==> src/rtl/f2i_pkg.sv <==
package f2i_pkg;

    localparam int EXP_W  = 8;
    localparam int FRAC_W = 23;
    localparam int INT_W  = 32;
    localparam int MANT_W = FRAC_W + 1;
    localparam int BIAS   = (1 << (EXP_W - 1)) - 1;
    localparam int EXP_TOP_I = (1 << EXP_W) - 1;
    // biased exponent at which the significand LSB carries weight one
    localparam int UNIT_I = BIAS + FRAC_W;
    // largest biased exponent whose integer still fits a signed INT_W word
    localparam int FIT_I  = BIAS + INT_W - 1;

    localparam logic [EXP_W-1:0] EXP_TOP = EXP_W'(EXP_TOP_I);
    localparam logic [EXP_W-1:0] UNIT_E  = EXP_W'(UNIT_I);
    localparam logic [EXP_W-1:0] FIT_E   = EXP_W'(FIT_I);
    localparam logic [EXP_W-1:0] RSH_CAP = EXP_W'(MANT_W + 1);

    localparam logic [INT_W-1:0] INT_MAX = {1'b0, {(INT_W-1){1'b1}}};
    localparam logic [INT_W-1:0] INT_MIN = {1'b1, {(INT_W-1){1'b0}}};

    typedef enum logic [1:0] {
        RM_NEAR_EVEN = 2'b00,
        RM_TO_ZERO   = 2'b01,
        RM_UP        = 2'b10,
        RM_DOWN      = 2'b11
    } rmode_e;

    typedef enum logic [1:0] {
        CL_FINITE = 2'd0,
        CL_INF    = 2'd1,
        CL_NAN    = 2'd2
    } fclass_e;

    typedef struct packed {
        logic              sign;
        fclass_e           cls;
        logic [EXP_W-1:0]  exp;
        logic [MANT_W-1:0] mant;
    } unpacked_t;

    typedef struct packed {
        logic             sign;
        logic             special;
        logic             nan;
        logic             too_big;
        logic [INT_W-1:0] whole;
        logic             guard;
        logic             sticky;
    } aligned_t;

    typedef struct packed {
        logic [INT_W-1:0] value;
        logic             invalid;
        logic             inexact;
    } conv_t;

    function automatic logic bump(rmode_e m, logic sign, logic lsb,
                                  logic guard, logic sticky);
        logic lost;
        lost = guard | sticky;
        case (m)
            RM_NEAR_EVEN: bump = guard & (sticky | lsb);
            RM_TO_ZERO:   bump = 1'b0;
            RM_UP:        bump = ~sign & lost;
            default:      bump = sign & lost;
        endcase
    endfunction

endpackage

==> src/rtl/f2i_unpack.sv <==
module f2i_unpack
    import f2i_pkg::*;
(
    input  logic [INT_W-1:0] word,
    output unpacked_t        u
);
    logic [EXP_W-1:0]  efield;
    logic [FRAC_W-1:0] frac;
    logic              exp_zero;

    assign efield   = word[FRAC_W +: EXP_W];
    assign frac     = word[FRAC_W-1:0];
    assign exp_zero = (efield == '0);

    always_comb begin
        u.sign = word[INT_W-1];
        // subnormals share the exponent of the smallest normal, without hidden 1
        u.exp  = exp_zero ? EXP_W'(1) : efield;
        u.mant = {~exp_zero, frac};
        if (efield == EXP_TOP)
            u.cls = (frac == '0) ? CL_INF : CL_NAN;
        else
            u.cls = CL_FINITE;
    end
endmodule

==> src/rtl/f2i_align.sv <==
module f2i_align
    import f2i_pkg::*;
(
    input  unpacked_t u,
    output aligned_t  a
);
    logic [EXP_W-1:0]    lsh;
    logic [EXP_W-1:0]    rsh_raw;
    logic [EXP_W-1:0]    rsh;
    logic [2*MANT_W:0]   wide;

    assign lsh     = u.exp - UNIT_E;
    assign rsh_raw = UNIT_E - u.exp;
    assign rsh     = (rsh_raw > RSH_CAP) ? RSH_CAP : rsh_raw;
    assign wide    = {u.mant, {(MANT_W+1){1'b0}}} >> rsh;

    always_comb begin
        a.sign    = u.sign;
        a.special = (u.cls != CL_FINITE);
        a.nan     = (u.cls == CL_NAN);
        a.too_big = 1'b0;
        a.guard   = 1'b0;
        a.sticky  = 1'b0;
        if (u.exp >= UNIT_E) begin
            a.too_big = (u.exp > FIT_E);
            a.whole   = INT_W'(u.mant) << lsh;
        end else begin
            a.whole   = INT_W'(wide[2*MANT_W:MANT_W+1]);
            a.guard   = wide[MANT_W];
            a.sticky  = |wide[MANT_W-1:0];
        end
    end
endmodule

==> src/rtl/f2i_round.sv <==
module f2i_round
    import f2i_pkg::*;
(
    input  aligned_t a,
    input  rmode_e   rm,
    output conv_t    c
);
    localparam logic [INT_W:0] LIM_POS = {2'b00, {(INT_W-1){1'b1}}};
    localparam logic [INT_W:0] LIM_NEG = {2'b01, {(INT_W-1){1'b0}}};

    logic           inc;
    logic [INT_W:0] mag;
    logic           ovf;

    assign inc = bump(rm, a.sign, a.whole[0], a.guard, a.sticky);
    assign mag = {1'b0, a.whole} + (INT_W+1)'(inc);
    assign ovf = a.sign ? (mag > LIM_NEG) : (mag > LIM_POS);

    always_comb begin
        if (a.special || a.too_big || ovf) begin
            c.invalid = 1'b1;
            c.inexact = 1'b0;
            c.value   = (a.nan || a.sign) ? INT_MIN : INT_MAX;
        end else begin
            c.invalid = 1'b0;
            c.inexact = a.guard | a.sticky;
            c.value   = a.sign ? (~mag[INT_W-1:0] + 1'b1) : mag[INT_W-1:0];
        end
    end
endmodule

==> src/rtl/f2i_conv.sv <==
module f2i_conv
    import f2i_pkg::*;
(
    input  logic             clk,
    input  logic             rst,
    input  logic             in_vld,
    input  logic [INT_W-1:0] fp_in,
    input  logic [1:0]       mode,
    output logic             out_vld,
    output logic [INT_W-1:0] res,
    output logic             invalid,
    output logic             inexact
);
    unpacked_t u;
    aligned_t  a;
    conv_t     c;
    conv_t     q;
    logic      vld_q;

    f2i_unpack u_unpack (.word(fp_in), .u(u));
    f2i_align  u_align  (.u(u), .a(a));
    f2i_round  u_round  (.a(a), .rm(rmode_e'(mode)), .c(c));

    always_ff @(posedge clk) begin
        if (rst) begin
            vld_q <= 1'b0;
            q     <= '0;
        end else begin
            vld_q <= in_vld;
            if (in_vld)
                q <= c;
        end
    end

    assign out_vld = vld_q;
    assign res     = q.value;
    assign invalid = q.invalid;
    assign inexact = q.inexact;
endmodule

==> config.mk <==
export PLATFORM = sky130hd
export DESIGN_NAME = f2i_conv
export DESIGN_NICKNAME = d
export VERILOG_FILES = /design/src/rtl/f2i_pkg.sv /design/src/rtl/f2i_unpack.sv /design/src/rtl/f2i_align.sv /design/src/rtl/f2i_round.sv /design/src/rtl/f2i_conv.sv
export SDC_FILE = /design/constraint.sdc
export NUM_CORES = 1
export LEC_CHECK = 0
export BUFFER_PORTS_ARGS = -buffer_cell sky130_fd_sc_hd__buf_2
export CAP_MARGIN = 15
export CELL_PAD_IN_SITES_DETAIL_PLACEMENT = 0
export CELL_PAD_IN_SITES_GLOBAL_PLACEMENT = 2
export CORE_MARGIN = 2
export CORE_UTILIZATION = 36
export CTS_CLUSTER_DIAMETER = 200
export DETAILED_ROUTE_END_ITERATION = 6
export GPL_ROUTABILITY_DRIVEN = 0
export PLACE_DENSITY = 0.94
export SETUP_SLACK_MARGIN = 0.05
export SYNTH_ARGS = -nofsm -noshare
export SYNTH_HDL_FRONTEND = slang
export SYNTH_SLANG_ARGS = --single-unit
==> constraint.sdc <==
create_clock -name clk -period 9.6 [get_ports clk]
set_input_delay 0.48 -clock clk [delete_from_list [all_inputs] [get_ports clk]]
set_output_delay 0.48 -clock clk [all_outputs]
set_load 0.02 [all_outputs]
# Yosys cells after proc, flatten, opt, wreduce, memory -nomap -nowiden
# Index checks and enable logic that the tools add are counted.
# word_totals
inputBits	37
register_bits	35
out_inout_bits	35
# classes
muxes	12
shifts	2
n_eq_ne	4
n_bitwise	8
n_lt_le_gt_ge	5
reduce_logical	8
addsub	4
# ops
cell	count
$mux W32	3
$shr A49 B8 Y49	1
$mux W34	1
$add A32 B1 Y33	1
$gt A33 B31 Y1 const B	1
$gt A33 B32 Y1 const B	1
$add A32 B1 Y32 const B	1
$not A32 Y32	1
$shl A24 B8 Y32	1
$reduce_or A24 Y1	1
$logic_not A23 Y1	1
$mux W8	2
$eq A8 B8 Y1 const B	1
$ge A8 B8 Y1 const B	1
$gt A8 B5 Y1 const B	1
$gt A8 B8 Y1 const B	1
$logic_not A8 Y1	1
$sub A8 B8 Y8 const A	1
$sub A8 B8 Y8 const B	1
$mux W2	3
$eq A2 B2 Y1 const B	2
$and A1 B1 Y1	3
$logic_or A1 B1 Y1	3
$pmux W1 S3	1
other kinds (6)	9

# Longest topological paths before layout
# depth
word_depth	16
mapped_depth	41
depth_no_buf	31

# Modules after synthesis
# A second synthesis with hierarchy kept.
# hier_totals
hier_cells	1246
area_unflattened_um2	8184.1
# by_module_without_submodules
mod	cells_each	area_per_inst_um2	instances
f2i_align	687	4076.4	1
f2i_round	399	2516.2	1
f2i_conv	112	1263.7	1
f2i_unpack	48	327.8	1

# Worst setup path after synthesis
# OpenSTA, ideal clock, no wires.
# synth_timing
kind	input to register
startpoint	input port fp_in[24]
endpoint	register q, in the netlist res[25]
t_required_ns	9.478
path_slack_ns	0.802
path_stages	38
path_buffers	12
arrival_time_ns	8.676
path_cell_list	buf_2 buf_2 buf_1 buf_1 clkbuf_1 buf_1 clkbuf_1 ha_1 buf_2 nor2b_1 and3_1 o21ai_1 buf_2 o211ai_2 clkbuf_1 a21oi_1 mux2_2 o21ai_0 [... 2 more ...] o31ai_1 a31o_2 nor2b_1 nor2_1 o211a_1 ha_1 ha_1 inv_1 or3_1 clkbuf_1 nor4_2 mux2i_1 a32oi_1 or4_1 buf_2 or4_1 o211a_1 a221o_1
# synth_via
elab_chain_cells	16
elab_cells_between_ends	37
# synth_rtl
item	line_no	rtl
from (decl)	f2i_conv.sv:7	input logic [INT_W-1:0] fp_in,
$logic_not A8 Y1	f2i_unpack.sv:13	assign exp_zero = (efield == '0);
$mux W8	f2i_unpack.sv:18	u.exp = exp_zero ? EXP_W'(1) : efield;
$sub A8 B8 Y8	f2i_align.sv:13	assign rsh_raw = UNIT_E - u.exp;
$gt A8 B5 Y1	f2i_align.sv:14	assign rsh = (rsh_raw > RSH_CAP) ? RSH_CAP : rsh_raw;
$mux W8	f2i_align.sv:14	
$shr A49 B8 Y49	f2i_align.sv:15	assign wide = {u.mant, {(MANT_W+1){1'b0}}} >> rsh;
$reduce_or A24 Y1	f2i_align.sv:30	a.sticky = |wide[MANT_W-1:0];
$mux W2	f2i_align.sv:24	if (u.exp >= UNIT_E) begin
$or A1 B1 Y1 (on tied branches)	f2i_pkg.sv:61, f2i_pkg.sv:63	
$and A1 B1 Y1 (on tied branches)	f2i_pkg.sv:66, f2i_pkg.sv:63, f2i_pkg.sv:65	
$pmux W1 S3	f2i_pkg.sv:62	case (m)
$add A32 B1 Y33	f2i_round.sv:16	assign mag = {1'b0, a.whole} + (INT_W+1)'(inc);
$not A32 Y32, or another cell as far along	f2i_round.sv:27	c.value = a.sign ? (~mag[INT_W-1:0] + 1'b1) : mag[INT_W-1:0];
$add A32 B1 Y32 / $mux W1 (equally long branches)	f2i_round.sv:27, f2i_round.sv:17	
$mux W32 / $logic_or A1 B1 Y1 (equally long branches)	f2i_round.sv:27, f2i_round.sv:20	
$mux W34 *	f2i_round.sv:20	if (a.special || a.too_big || ovf) begin
to (signal assigned)	f2i_conv.sv:27	q <= '0;
to (signal assigned)	f2i_conv.sv:31	q <= c;
to (decl)	f2i_conv.sv:17	conv_t q;
# Mark *: on every way between the ends. The rest lies on a longest branch, timed or not.
# A chain may end at the register's enable or synchronous reset.

# Final worst setup path
# layout_timing
startpoint	input port fp_in[26]
endpoint	register q, in the netlist res[7]
# Same word-level chain as after synthesis.

==> results.json <==
{
  "setup_tns_ps": 0,
  "synth.distinct_cells": 104,
  "yosys-top-cells-area": "dfxtp_1 (8.3%), nand2_1 (4.9%), nor2_1 (4.8%)",
  "dr.pass1.iters": 7,
  "cts.sinks": 35,
  "skew_ps": 0,
  "clockBufferDepth": 2,
  "required_ps": 9760,
  "layout-drive-gt1-share_pct": 15.0,
  "multiInputGateArea_sq_um": 7080,
  "die_y_um": 157,
  "coreArea_sq_um": 22800,
  "status": "finished, final reports clean",
  "max_freq_mhz": 112,
  "drt_iter0_markers": 1713,
  "post-route-period-util_pct": 93.1,
  "syn_area_per_cell_sq_um": 7.04,
  "yosys_warnings": 0,
  "slew_headroom_pct": 25.0,
  "drtAntennaViolNets": 0,
  "wl_met1_um": 14900,
  "io_pins": 72,
  "ys_ff_latch": 35,
  "grt_pass1_vias": 9690,
  "r2r_cells": 2,
  "netlist_area_sq_um": 8420,
  "min_to": "res[31]$_SDFFE_PP0P_",
  "setup_ws_ps": 659,
  "crit_fanout": 27,
  "track_usage_pct": 29.9,
  "num_vias": 10700,
  "async_flop_share_pct": 0,
  "cts_tree": "built",
  "yosysMostFrequentCell": "nand2_1",
  "timing.final.max_slew_violations": 0,
  "power_leakage_nw": 3.28,
  "startpoint_type": "input port",
  "synthFlopType": "dfxtp_1",
  "hold_viol": 0,
  "portBuffers": 71,
  "crit_top_cell": "ha_1",
  "antennaDiodeCount": 0,
  "yosys.area.top_type": "dfxtp_1",
  "synthCells": 1195,
  "power_density_nw_per_um2": 95.0,
  "syn-num-nets": 1238,
  "fin_crit_ps": 8940,
  "netlist.area_leader.share_pct": 8.32,
  "seq_area_sq_um": 701,
  "numCtsBuffers": 5,
  "maxCapViolations": 0,
  "ir_worst_vdd_v": 0.0000915,
  "r2r_slack_ps": 8640,
  "max_stage_delay_ps": 700,
  "synthTopCellsByCount": "nand2_1 (109), nor2_1 (108), a21oi_1 (61), clkbuf_1 (57), o21ai_0 (52)",
  "critPathLaunch": "fp_in[26]",
  "cp.arrival_ps": 9100,
  "top_layer_used": "met4",
  "r2r_end": "inexact$_SDFFE_PP0P_",
  "start_util_pct": 37.0,
  "min_path_type": "flip-flop to flip-flop",
  "hp-start": "res[31]$_SDFFE_PP0P_",
  "die-area_sq_um": 24600,
  "final_nets": 1233,
  "place_ws_ps": 566,
  "placedCellCount": 1493,
  "hold_depth": 1,
  "rsz0062_at_grt": "false",
  "met3WireLength_um": 5330,
  "postRouteWirelength_um": 37800,
  "r2r-start": "inexact$_SDFFE_PP0P_",
  "insertion_delay_ps": 280,
  "holdWs_ps": 470,
  "met2_length_um": 15500,
  "syn_to_final_growth_pct": 7.15,
  "dp.final_hpwl_um": 28500,
  "cp-end-kind": "flip-flop",
  "antenna_found_initial": 0,
  "grt_pass1_wl_um": 57400,
  "crit_slowest_cell": "a211oi_1",
  "grt_overflow": 0,
  "die_w_um": 157,
  "cts.htree.levels": 2,
  "synth_edf_count": 0,
  "viasPerCell": 7.10,
  "cts.clk_slew.worst_paths_ps": 50,
  "fp-row-count": 55,
  "route.detailed.drc": 0,
  "post_layout_nonfiller_instances": 1504,
  "synth-seq-area-share_pct": 8.32,
  "tightest_slew_ps": 1110,
  "path_class": "input port to flip-flop",
  "setup-violations-final": 0,
  "clockRootBuffer": "clkbuf_16",
  "fillers": 2408,
  "wl_per_cell_um": 25.1,
  "grt_max_degree": 43
}
cell families (layout without fill, tap and decap cells):
logic type / after synthesis / in the layout / share of synthesized area, %
xor+xnor: 59 / 59 / 6.14
compound gates: 437 / 437 / 40.6
buf+inv: 147 / 143 / 7.68
mux: 59 / 59 / 8.90
fa+ha+maj: 6 / 6 / 0.892
flops: 35 / 35 / 8.32
simple gates: 452 / 452 / 27.5
layer usage:
metal | GRT usage [%] | vias up
met5 | 0 | -
met4 | 13.9 | 0
met3 | 8.78 | 181
met2 | 43.5 | 850
met1 | 40.4 | 4976
li1 | - | 4671
worst max-delay path: cells and delay by family:
kind	cells	cell delay (ps)
compound gates	12	3920
mux	1	410
simple gates	9	2460
buf+inv	5	1040
fa+ha+maj	3	740
flip-flops by register name (all words and copies together), names as in the netlist:
signal   cells
invalid      1
res         32
out_vld      1
inexact      1
how the worst max path moves through the flow:
stage / to / cells after the start
after floorplan: res[25]$_SDFFE_PP0P_ / 38
after global placement: res[25]$_SDFFE_PP0P_ / 29
after detailed placement: res[16]$_SDFFE_PP0P_ / 30
after CTS: res[7]$_SDFFE_PP0P_ / 30
after global routing: res[16]$_SDFFE_PP0P_ / 30
final: res[7]$_SDFFE_PP0P_ / 30
stage by stage:
step / area [sq um] / power [mW] / utilization (%)
2_1_floorplan: 8420 / 0.537 / -
3_3_place_gp: 8850 / 0.677 / 38.8
3_5_place_dp: 8850 / 0.676 / 38.8
4_1_cts: 8990 / 0.835 / 39.5
5_1_grt: 9020 / 0.896 / 39.6
6_report: 9020 / 0.857 / 39.6
final cells by class:
class | instances | area share (%)
clock inverter | 2 | 0.139
clock buffer | 6 | 1.43
multi-input combinational | 1013 | 78.5
inverter | 35 | 1.46
timing repair buffer | 100 | 6.35
sequential | 35 | 7.77
tap | 313 | 4.34
power by group:
group | internal, mW | leakage (nW) | switching [mW] | total (mW)
clock network | 0.0957 | 0.0669 | 0.0618 | 0.157
logic | 0.176 | 2.93 | 0.355 | 0.531
registers | 0.161 | 0.288 | 0.00775 | 0.168
total | 0.432 | 3.28 | 0.424 | 0.857
layout by cell type, fill, tap and decap left out, drive strengths merged, types with 18 or more instances in the layout:
master    n
o21ai    60
o22ai    18
buf     100
xor2     20
xnor2    39
a21oi    62
nand3    46
mux2i    40
inv      33
o211ai   35
a211oi   26
nand2b   19
dfxtp    35
nand2   110
a221o    27
and2     18
nor2    111
nor3     35
o221ai   24
repair_timing:
action                                 in CTS  in global routing
setup endpoints to repair                   0                 24
hold buffers                                0                  0
endpoints found under the hold margin       0                  0
buffers inserted                            0                  3
gates resized for setup                     0                  1
Note: power is estimated with default switching activity, not from simulation.
